$ cat src/rtl/sns_pkg.sv
package sns_pkg;
  typedef enum logic [2:0] {
    ST_IDLE,
    ST_SETTLE,
    ST_CE_ON,
    ST_OE_ON,
    ST_PULSE,
    ST_CLOSE,
    ST_REARM
  } seq_state_t;

  // odd parity over one byte: result makes total ones odd
  function automatic logic odd_par8(input logic [7:0] b);
    return ~(^b);
  endfunction
endpackage

$ cat src/rtl/sns_sync.sv
module sns_sync #(
  parameter int STAGES = 3
) (
  input  logic clk,
  input  logic rst_n,
  input  logic async_in,
  output logic sync_out
);
  logic [STAGES-1:0] chain;

  always_ff @(posedge clk or negedge rst_n) begin
    if (!rst_n) chain[0] <= 1'b0;
    else        chain[0] <= async_in;
  end

  for (genvar s = 1; s < STAGES; s++) begin : g_stage
    always_ff @(posedge clk or negedge rst_n) begin
      if (!rst_n) chain[s] <= 1'b0;
      else        chain[s] <= chain[s-1];
    end
  end

  assign sync_out = chain[STAGES-1];
endmodule

$ cat src/rtl/sns_parity.sv
module sns_parity #(
  parameter int DATA_W = 16,
  localparam int NBYTE = DATA_W / 8
) (
  input  logic [DATA_W-1:0] word,
  output logic [NBYTE-1:0]  par
);
  for (genvar i = 0; i < NBYTE; i++) begin : g_byte
    assign par[i] = sns_pkg::odd_par8(word[8*i +: 8]);
  end
endmodule

$ cat src/rtl/sns_group_drive.sv
module sns_group_drive #(
  parameter int RET_W = 18,
  parameter int GRP   = 3,
  localparam int N_GRP = RET_W / GRP
) (
  input  logic [RET_W-1:0] ret_vec,
  input  logic [N_GRP-1:0] grp_act,
  output logic [RET_W-1:0] sense_n
);
  for (genvar g = 0; g < N_GRP; g++) begin : g_grp
    for (genvar b = 0; b < GRP; b++) begin : g_bit
      assign sense_n[g*GRP+b] = ~(grp_act[g] & ret_vec[g*GRP+b]);
    end
  end
endmodule

$ cat src/rtl/sns_seq.sv
module sns_seq #(
  parameter int N_GRP  = 6,
  parameter int SETTLE = 2,
  localparam int GW = (N_GRP > 1) ? $clog2(N_GRP) : 1,
  localparam int SW = (SETTLE > 1) ? $clog2(SETTLE) : 1
) (
  input  logic             clk,
  input  logic             rst_n,
  input  logic             req_s,
  output logic             ce_n,
  output logic             oe_n,
  output logic             wbuf_en,
  output logic             capture,
  output logic [N_GRP-1:0] grp_act
);
  import sns_pkg::*;

  seq_state_t      state;
  logic [GW-1:0]   grp_idx;
  logic [SW-1:0]   set_cnt;

  always_ff @(posedge clk or negedge rst_n) begin
    if (!rst_n) begin
      state   <= ST_IDLE;
      grp_idx <= '0;
      set_cnt <= '0;
    end else begin
      unique case (state)
        ST_IDLE: if (req_s) begin
          state   <= ST_SETTLE;
          set_cnt <= '0;
        end
        ST_SETTLE: begin
          if (set_cnt == SW'(SETTLE-1)) state <= ST_CE_ON;
          else                          set_cnt <= set_cnt + 1'b1;
        end
        ST_CE_ON: state <= ST_OE_ON;
        ST_OE_ON: begin
          state   <= ST_PULSE;
          grp_idx <= '0;
        end
        ST_PULSE: begin
          if (grp_idx == GW'(N_GRP-1)) state <= ST_CLOSE;
          else                         grp_idx <= grp_idx + 1'b1;
        end
        ST_CLOSE: state <= ST_REARM;
        ST_REARM: if (!req_s) state <= ST_IDLE;
        default:  state <= ST_IDLE;
      endcase
    end
  end

  assign ce_n    = !(state inside {ST_CE_ON, ST_OE_ON, ST_PULSE});
  assign oe_n    = !(state inside {ST_OE_ON, ST_PULSE});
  assign wbuf_en = (state == ST_IDLE);
  assign capture = (state == ST_OE_ON);

  for (genvar g = 0; g < N_GRP; g++) begin : g_act
    assign grp_act[g] = (state == ST_PULSE) && (grp_idx == GW'(g));
  end
endmodule

$ cat src/rtl/stagger_read_seq.sv
module stagger_read_seq #(
  parameter int DATA_W      = 16,
  parameter int GRP         = 3,
  parameter int SYNC_STAGES = 3,
  parameter int SETTLE      = 2,
  localparam int RET_W = DATA_W + DATA_W / 8,
  localparam int N_GRP = RET_W / GRP
) (
  input  logic             clk,
  input  logic             rst_n,
  input  logic             rd_req,
  input  logic [DATA_W-1:0] mem_dq,
  output logic             mem_ce_n,
  output logic             mem_oe_n,
  output logic             wbuf_en,
  output logic [RET_W-1:0] sense_n
);
  logic              req_sync;
  logic              capture;
  logic [N_GRP-1:0]  grp_act;
  logic [DATA_W-1:0] word_q;
  logic [DATA_W/8-1:0] par;

  sns_sync #(.STAGES(SYNC_STAGES)) u_sync (
    .clk(clk), .rst_n(rst_n), .async_in(rd_req), .sync_out(req_sync)
  );

  sns_seq #(.N_GRP(N_GRP), .SETTLE(SETTLE)) u_seq (
    .clk(clk), .rst_n(rst_n), .req_s(req_sync),
    .ce_n(mem_ce_n), .oe_n(mem_oe_n), .wbuf_en(wbuf_en),
    .capture(capture), .grp_act(grp_act)
  );

  always_ff @(posedge clk or negedge rst_n) begin
    if (!rst_n)       word_q <= '0;
    else if (capture) word_q <= mem_dq;
  end

  sns_parity #(.DATA_W(DATA_W)) u_par (.word(word_q), .par(par));

  sns_group_drive #(.RET_W(RET_W), .GRP(GRP)) u_drv (
    .ret_vec({par, word_q}), .grp_act(grp_act), .sense_n(sense_n)
  );
endmodule

$ cat config.mk
export PLATFORM = sky130hd
export DESIGN_NAME = stagger_read_seq
export DESIGN_NICKNAME = d
export VERILOG_FILES = /design/src/rtl/sns_pkg.sv /design/src/rtl/sns_sync.sv /design/src/rtl/sns_parity.sv /design/src/rtl/sns_group_drive.sv /design/src/rtl/sns_seq.sv /design/src/rtl/stagger_read_seq.sv
export SDC_FILE = /design/constraint.sdc
export NUM_CORES = 1
export LEC_CHECK = 0
export ABC_CLOCK_PERIOD_IN_PS = 1300
export BUFFER_PORTS_ARGS = -buffer_cell sky130_fd_sc_hd__buf_2
export CELL_PAD_IN_SITES_DETAIL_PLACEMENT = 1
export CELL_PAD_IN_SITES_GLOBAL_PLACEMENT = 1
export CORE_ASPECT_RATIO = 0.7
export CORE_UTILIZATION = 30
export DETAILED_ROUTE_END_ITERATION = 7
export PLACE_DENSITY = 0.73
export SLEW_MARGIN = 20
export SYNTH_ARGS = -nofsm -noshare
export SYNTH_HDL_FRONTEND = slang
export SYNTH_SLANG_ARGS = --single-unit
$ cat constraint.sdc
create_clock -name clk -period 1.3 [get_ports clk]
set_input_delay 0.13 -clock clk [delete_from_list [all_inputs] [get_ports clk]]
set_output_delay 0.13 -clock clk [all_outputs]
set_load 0.005 [all_outputs]
Yosys cells after proc, flatten, opt, wreduce, memory -nomap -nowiden. Cells that the tools add are included.

Output and inout bits: 21. Logic and storage cells: 91. Register bits: 26.

Reduce and logical (&&, ||, !) cells: 18. Bitwise gates (word level): 38. Eq/ne operators: 16. Muxes and demuxes: 10. Add/subtract/negate cells: 2.

Operators with widths (number): $pmux 3 s7 (1); $not 1->1 (20); $and 1x1->1 (18); $reduce_xor 8->1 (2); $eq 3x3->1 const B (5); $mux 3 (5); $eq 3x2->1 const B (4); $eq 3x1->1 const B (2); $logic_and 1x1->1 (6); $logic_not 3->1 (2); $ne 2x2->1 const B (3); $pmux 3 s2 (1); $ne 2x1->1 const B (2); $reduce_and 2->1 (2); $reduce_and 4->1 (1); $reduce_bool 2->1 (2); $add 3x1->3 const B (1); $reduce_bool 3->1 (1); $logic_not 1->1 (2); $mux 1 (2); $pmux 1 s2 (1); $add 1x1->1 const B (1).

Depth between registers and ports, before layout.
Depth after elaboration: 4. Depth in mapped cells: 6.

Cells and area by module. Synthesis repeated with hierarchy kept, for this count alone.

Cell total of the unflattened synthesis: 123. Area, all modules: 1427.6 um2.

By module, submodules not included: stagger_read_seq (seq. area each 400.4 um2, area an instance 649.4 um2, instances 1, cells each 34); sns_seq (seq. area each 175.2 um2, area an instance 513.0 um2, instances 1, cells each 54); sns_parity (seq. area each 0.0 um2, area an instance 122.6 um2, instances 1, cells each 14); sns_sync (seq. area each 75.1 um2, area an instance 75.1 um2, instances 1, cells each 3); sns_group_drive (seq. area each 0.0 um2, area an instance 67.6 um2, instances 1, cells each 18).

Least setup slack after synthesis. OpenSTA, ideal clock, no wires.

Kind: register to register. Start point: reg u_seq.state[2]. End point: reg word_q[0]. Path buffers: 2. Arrival time: 1081 ps. Data required time: 1175 ps. Slack: 94 ps. Cell stages (with the launch flop): 6. Cells stage by stage: dfrtp_1 buf_6 inv_2 nand3_4 buf_6 mux2_4.

Cells in the longest elaborated chain, start to end: 1.

Ends and longest elaborated chain: start, declared (RTL line sns_seq.sv:18) `seq_state_t state;`; start signal, assigned (RTL line sns_seq.sv:24) `state <= ST_IDLE;`; start signal, assigned (RTL line sns_seq.sv:30) `state <= ST_SETTLE;`; start signal, assigned (RTL line sns_seq.sv:34) `if (set_cnt == SW'(SETTLE-1)) state <= ST_CE_ON;`; $eq 3x2->1 (RTL line sns_seq.sv:56) `assign capture = (state == ST_OE_ON);`; end signal, assigned (RTL line stagger_read_seq.sv:36) `else if (capture) word_q <= mem_dq;`; end, declared (RTL line stagger_read_seq.sv:21) `logic [DATA_W-1:0] word_q;`.

Every way passes these cells. A chain may end at the register's enable or synchronous reset.

Worst setup path after layout.
Start point: reg u_seq.state[0]. End point: out mem_oe_n.

Cells in the longest elaborated chain, start to end: 3. Elaborated cells between the ends (all ways): 4.

Ends and longest elaborated chain: $eq 3x2->1 / $eq 3x3->1 (equally long branches) (RTL line sns_seq.sv:54) `assign oe_n = !(state inside {ST_OE_ON, ST_PULSE});`; $reduce_bool 2->1 (no line) *; $logic_not 1->1 * (RTL line sns_seq.sv:54); end, declared (RTL line stagger_read_seq.sv:14) `output logic mem_oe_n,`.

Every way passes the cells marked *; elsewhere a longest branch is shown, timed or not.

==> flow_summary.ini <==
[run_status]
status = complete, but fails checks
failed_checks = setup timing

[synthesis]
yosysWarnings = 0
netlist_area_sq_mm = 0.00145
syn-instance-count = 123
ys_types = 24
synth.avg_cell_area_sq_um = 11.8
synth_nets = 147
seq_area_frac_synth_pct = 44.8
synth_seq_cells = 26

[global_routing]
grt-ovfl-total = 0
gr-usage-met3_pct = 4.14
busiest_layer = met2
antenna_found_initial = 0
grt_first_pass_wirelength_mm = 6.18
grt_max_degree = 27
met2_usage_pct = 27.5
grt_usage_pct = 16.1
gr-usage-met1_pct = 20.2
grt_pass1_vias = 1259

[detailed_routing]
drtIter0Drc = 15
remaining_drc_errors = 0
viasPerCell = 4.74
vias = 1147
drt_wl_total_mm = 3.90
drtPass1Iterations = 4
wire_per_inst_um = 16.1
drtAntennaViolNets = 0

[layout]
final_cells = 242
final_util_pct = 48.0
regArea_sq_um = 654
final_cell_mix = 37 x buf_2, 23 x dfrtp_1, 16 x mux2_4, 14 x nand2_1, 13 x buf_6
multi_input_area_sq_um = 863
fillers = 492
final_common_cell = buf_2
fin_area_sq_mm = 0.00215
drive_gt1_share_pct = 63.6
antenna_cells = 0
nets = 213
areaGrowthSynthToFinish_pct = 48.2

[floorplanning]
die_area_sq_mm = 0.00512
rows = 20
coreArea_sq_mm = 0.00448
initial_core_util_pct = 32.4
die_x_um = 85.1
die_h_um = 60.2
io_pins = 40

[timing]
fmax_mhz = 611
worst_slew_pin_slew_ns = 0.589
slew_headroom_pct = 60.8
worst_slack_ns = -0.338
hold_violations = 0
holdWs_ns = 0.0775
setup_violations = 42
maxSlewViolCount = 0
skew_ns = 0.00396
period_share_pct = 126
period_minus_slack_ns = 1.64
rsz0062_at_grt = true

[clock_tree]
clk_pin_slew_ns = 0.09
root_buffer = clkbuf_8
clk_path_buf_depth = 2
cts_made_buffers = 3
clk-insertion-delay-late_ns = 0.28
h-tree-depth = 1
cts_tree = done
cts_sinks = 26

[placed_design]
dp_cells = 221
gp_congestion = 0.806
io_buffers = 39
hpwl_mm = 2.53
post_dp_cell_area_sq_mm = 0.00175
place_worst_setup_slack_ns = -0.0355

[critical_path]
worstSetupPathType = reg2out
reg2reg_setup_slack_ns = -0.17
arrival_ns = 1.51
worst_setup_path_end_kind = output pin
crit_start = u_seq.state[0]
startpoint_type = flop
rr_worst_depth = 6
r2r-end = word_q[5]
r2r-start = u_seq.state[1]
endpoint = mem_oe_n
cp.required_ns = 1.17
cp_max_fo = 6

[power]
leakagePower_nw = 0.990
peakVddDrop_mv = 0.911
powerDensity_mw_per_mm2 = 2530

[worst_hold_path]
hp-class = in2reg

[flow_run]
max-cap-violations = 0
[metal layers]
| layer | vias to the layer above | wire (um) |
|---|---|---|
| met5 | - | 0 |
| met4 | 0 | 46 |
| met3 | 7 | 208 |
| met2 | 32 | 1900 |
| met1 | 564 | 1750 |
| li1 | 544 | - |
[layout make-up]
class	instances	share of cell area [%]
multi-input cells	86	40.1
inverters	5	0.873
flip-flops and latches	26	30.4
well taps	55	3.20
repair buffers	67	23.4
clock buffers	3	1.92
[worst max-delay path, cell delays in order (launching register included)]
cell,delay [ns]
dfrtp_1,0.42
nor3b_4,0.32
buf_4,0.17
and2b_2,0.21
buf_6,0.11
[state kept, by name, indices dropped and copies added (netlist names)]
name / cells
u_seq.state: 3
u_sync.sync_out: 1
u_seq.grp_idx: 3
u_seq.set_cnt: 1
u_sync.chain: 2
word_q: 16
[power breakdown]
group	internal (mW)	switching (mW)	total [mW]
clock	0.208	0.256	0.464
sequential	1.18	0.464	1.65
combinational	1.98	1.34	3.32
total	3.37	2.06	5.44
[synth_stat cells]
cell type  count  share of area [%]
nand3_1        6                2.1
nor2_1         3               0.78
mux2_4        15                 16
nor3b_4        1                1.3
nor3_1         1               0.34
a21oi_1        2               0.69
and3_2         4                2.1
o21ai_0        4                1.4
nand4_1        3                1.3
inv_1          4                1.0
dfrtp_1       26                 45
o31a_1         1               0.60
a22o_1         1               0.60
ha_1           5                4.3
xnor2_1       14                8.4
buf_6          6                4.7
a21oi_2        1               0.60
nand3_4        1                1.2
inv_2          1               0.26
a31oi_2        1               0.86
and2b_2        1               0.60
o32ai_1        1               0.60
nand2_1       20                5.2
mux2_2         1               0.78
[kinds of logic after synthesis]
kind of cell / share of synthesized area, %
muxes: 16.3
AOI/OAI and AO/OA: 5.35
DFF: 44.8
buffers and inverters: 5.95
adders and majority gates: 4.31
and+or+nand+nor: 14.8
xor gates and xnor gates: 8.45
[how the worst min path moves through the flow]
stage,start,endpoint,slack [ns],cells past startpoint
after detailed placement,rst_n,u_sync.chain[1],0.17,1
after CTS,mem_dq[12],word_q[12],0.07,2
after global placement,rst_n,u_sync.chain[1],0.16,1
after global routing,mem_dq[12],word_q[12],0.08,2
after floorplan,rst_n,u_seq.grp_idx[0],-0.17,0
final,mem_dq[12],word_q[12],0.08,2
[timing repair]
action / in CTS / in global routing
gates resized for setup: 19 / 35
endpoints found under the setup margin: 26 / 41
cloned: 1 / 0
hold endpoints to repair: 27 / 0
hold buffers: 2 / 0
buffers inserted: 7 / 11
pin swaps: 10 / 4
[per-stage QoR]
step / TNS, ns / total power, mW
floorplan: 0 / 3.40
global placement: 0 / 3.86
detailed placement: -0.150 / 4.02
CTS: -7.05 / 4.83
global route: -11.28 / 5.81
finish: -8.87 / 5.44
(Power assumes the default switching activity.)
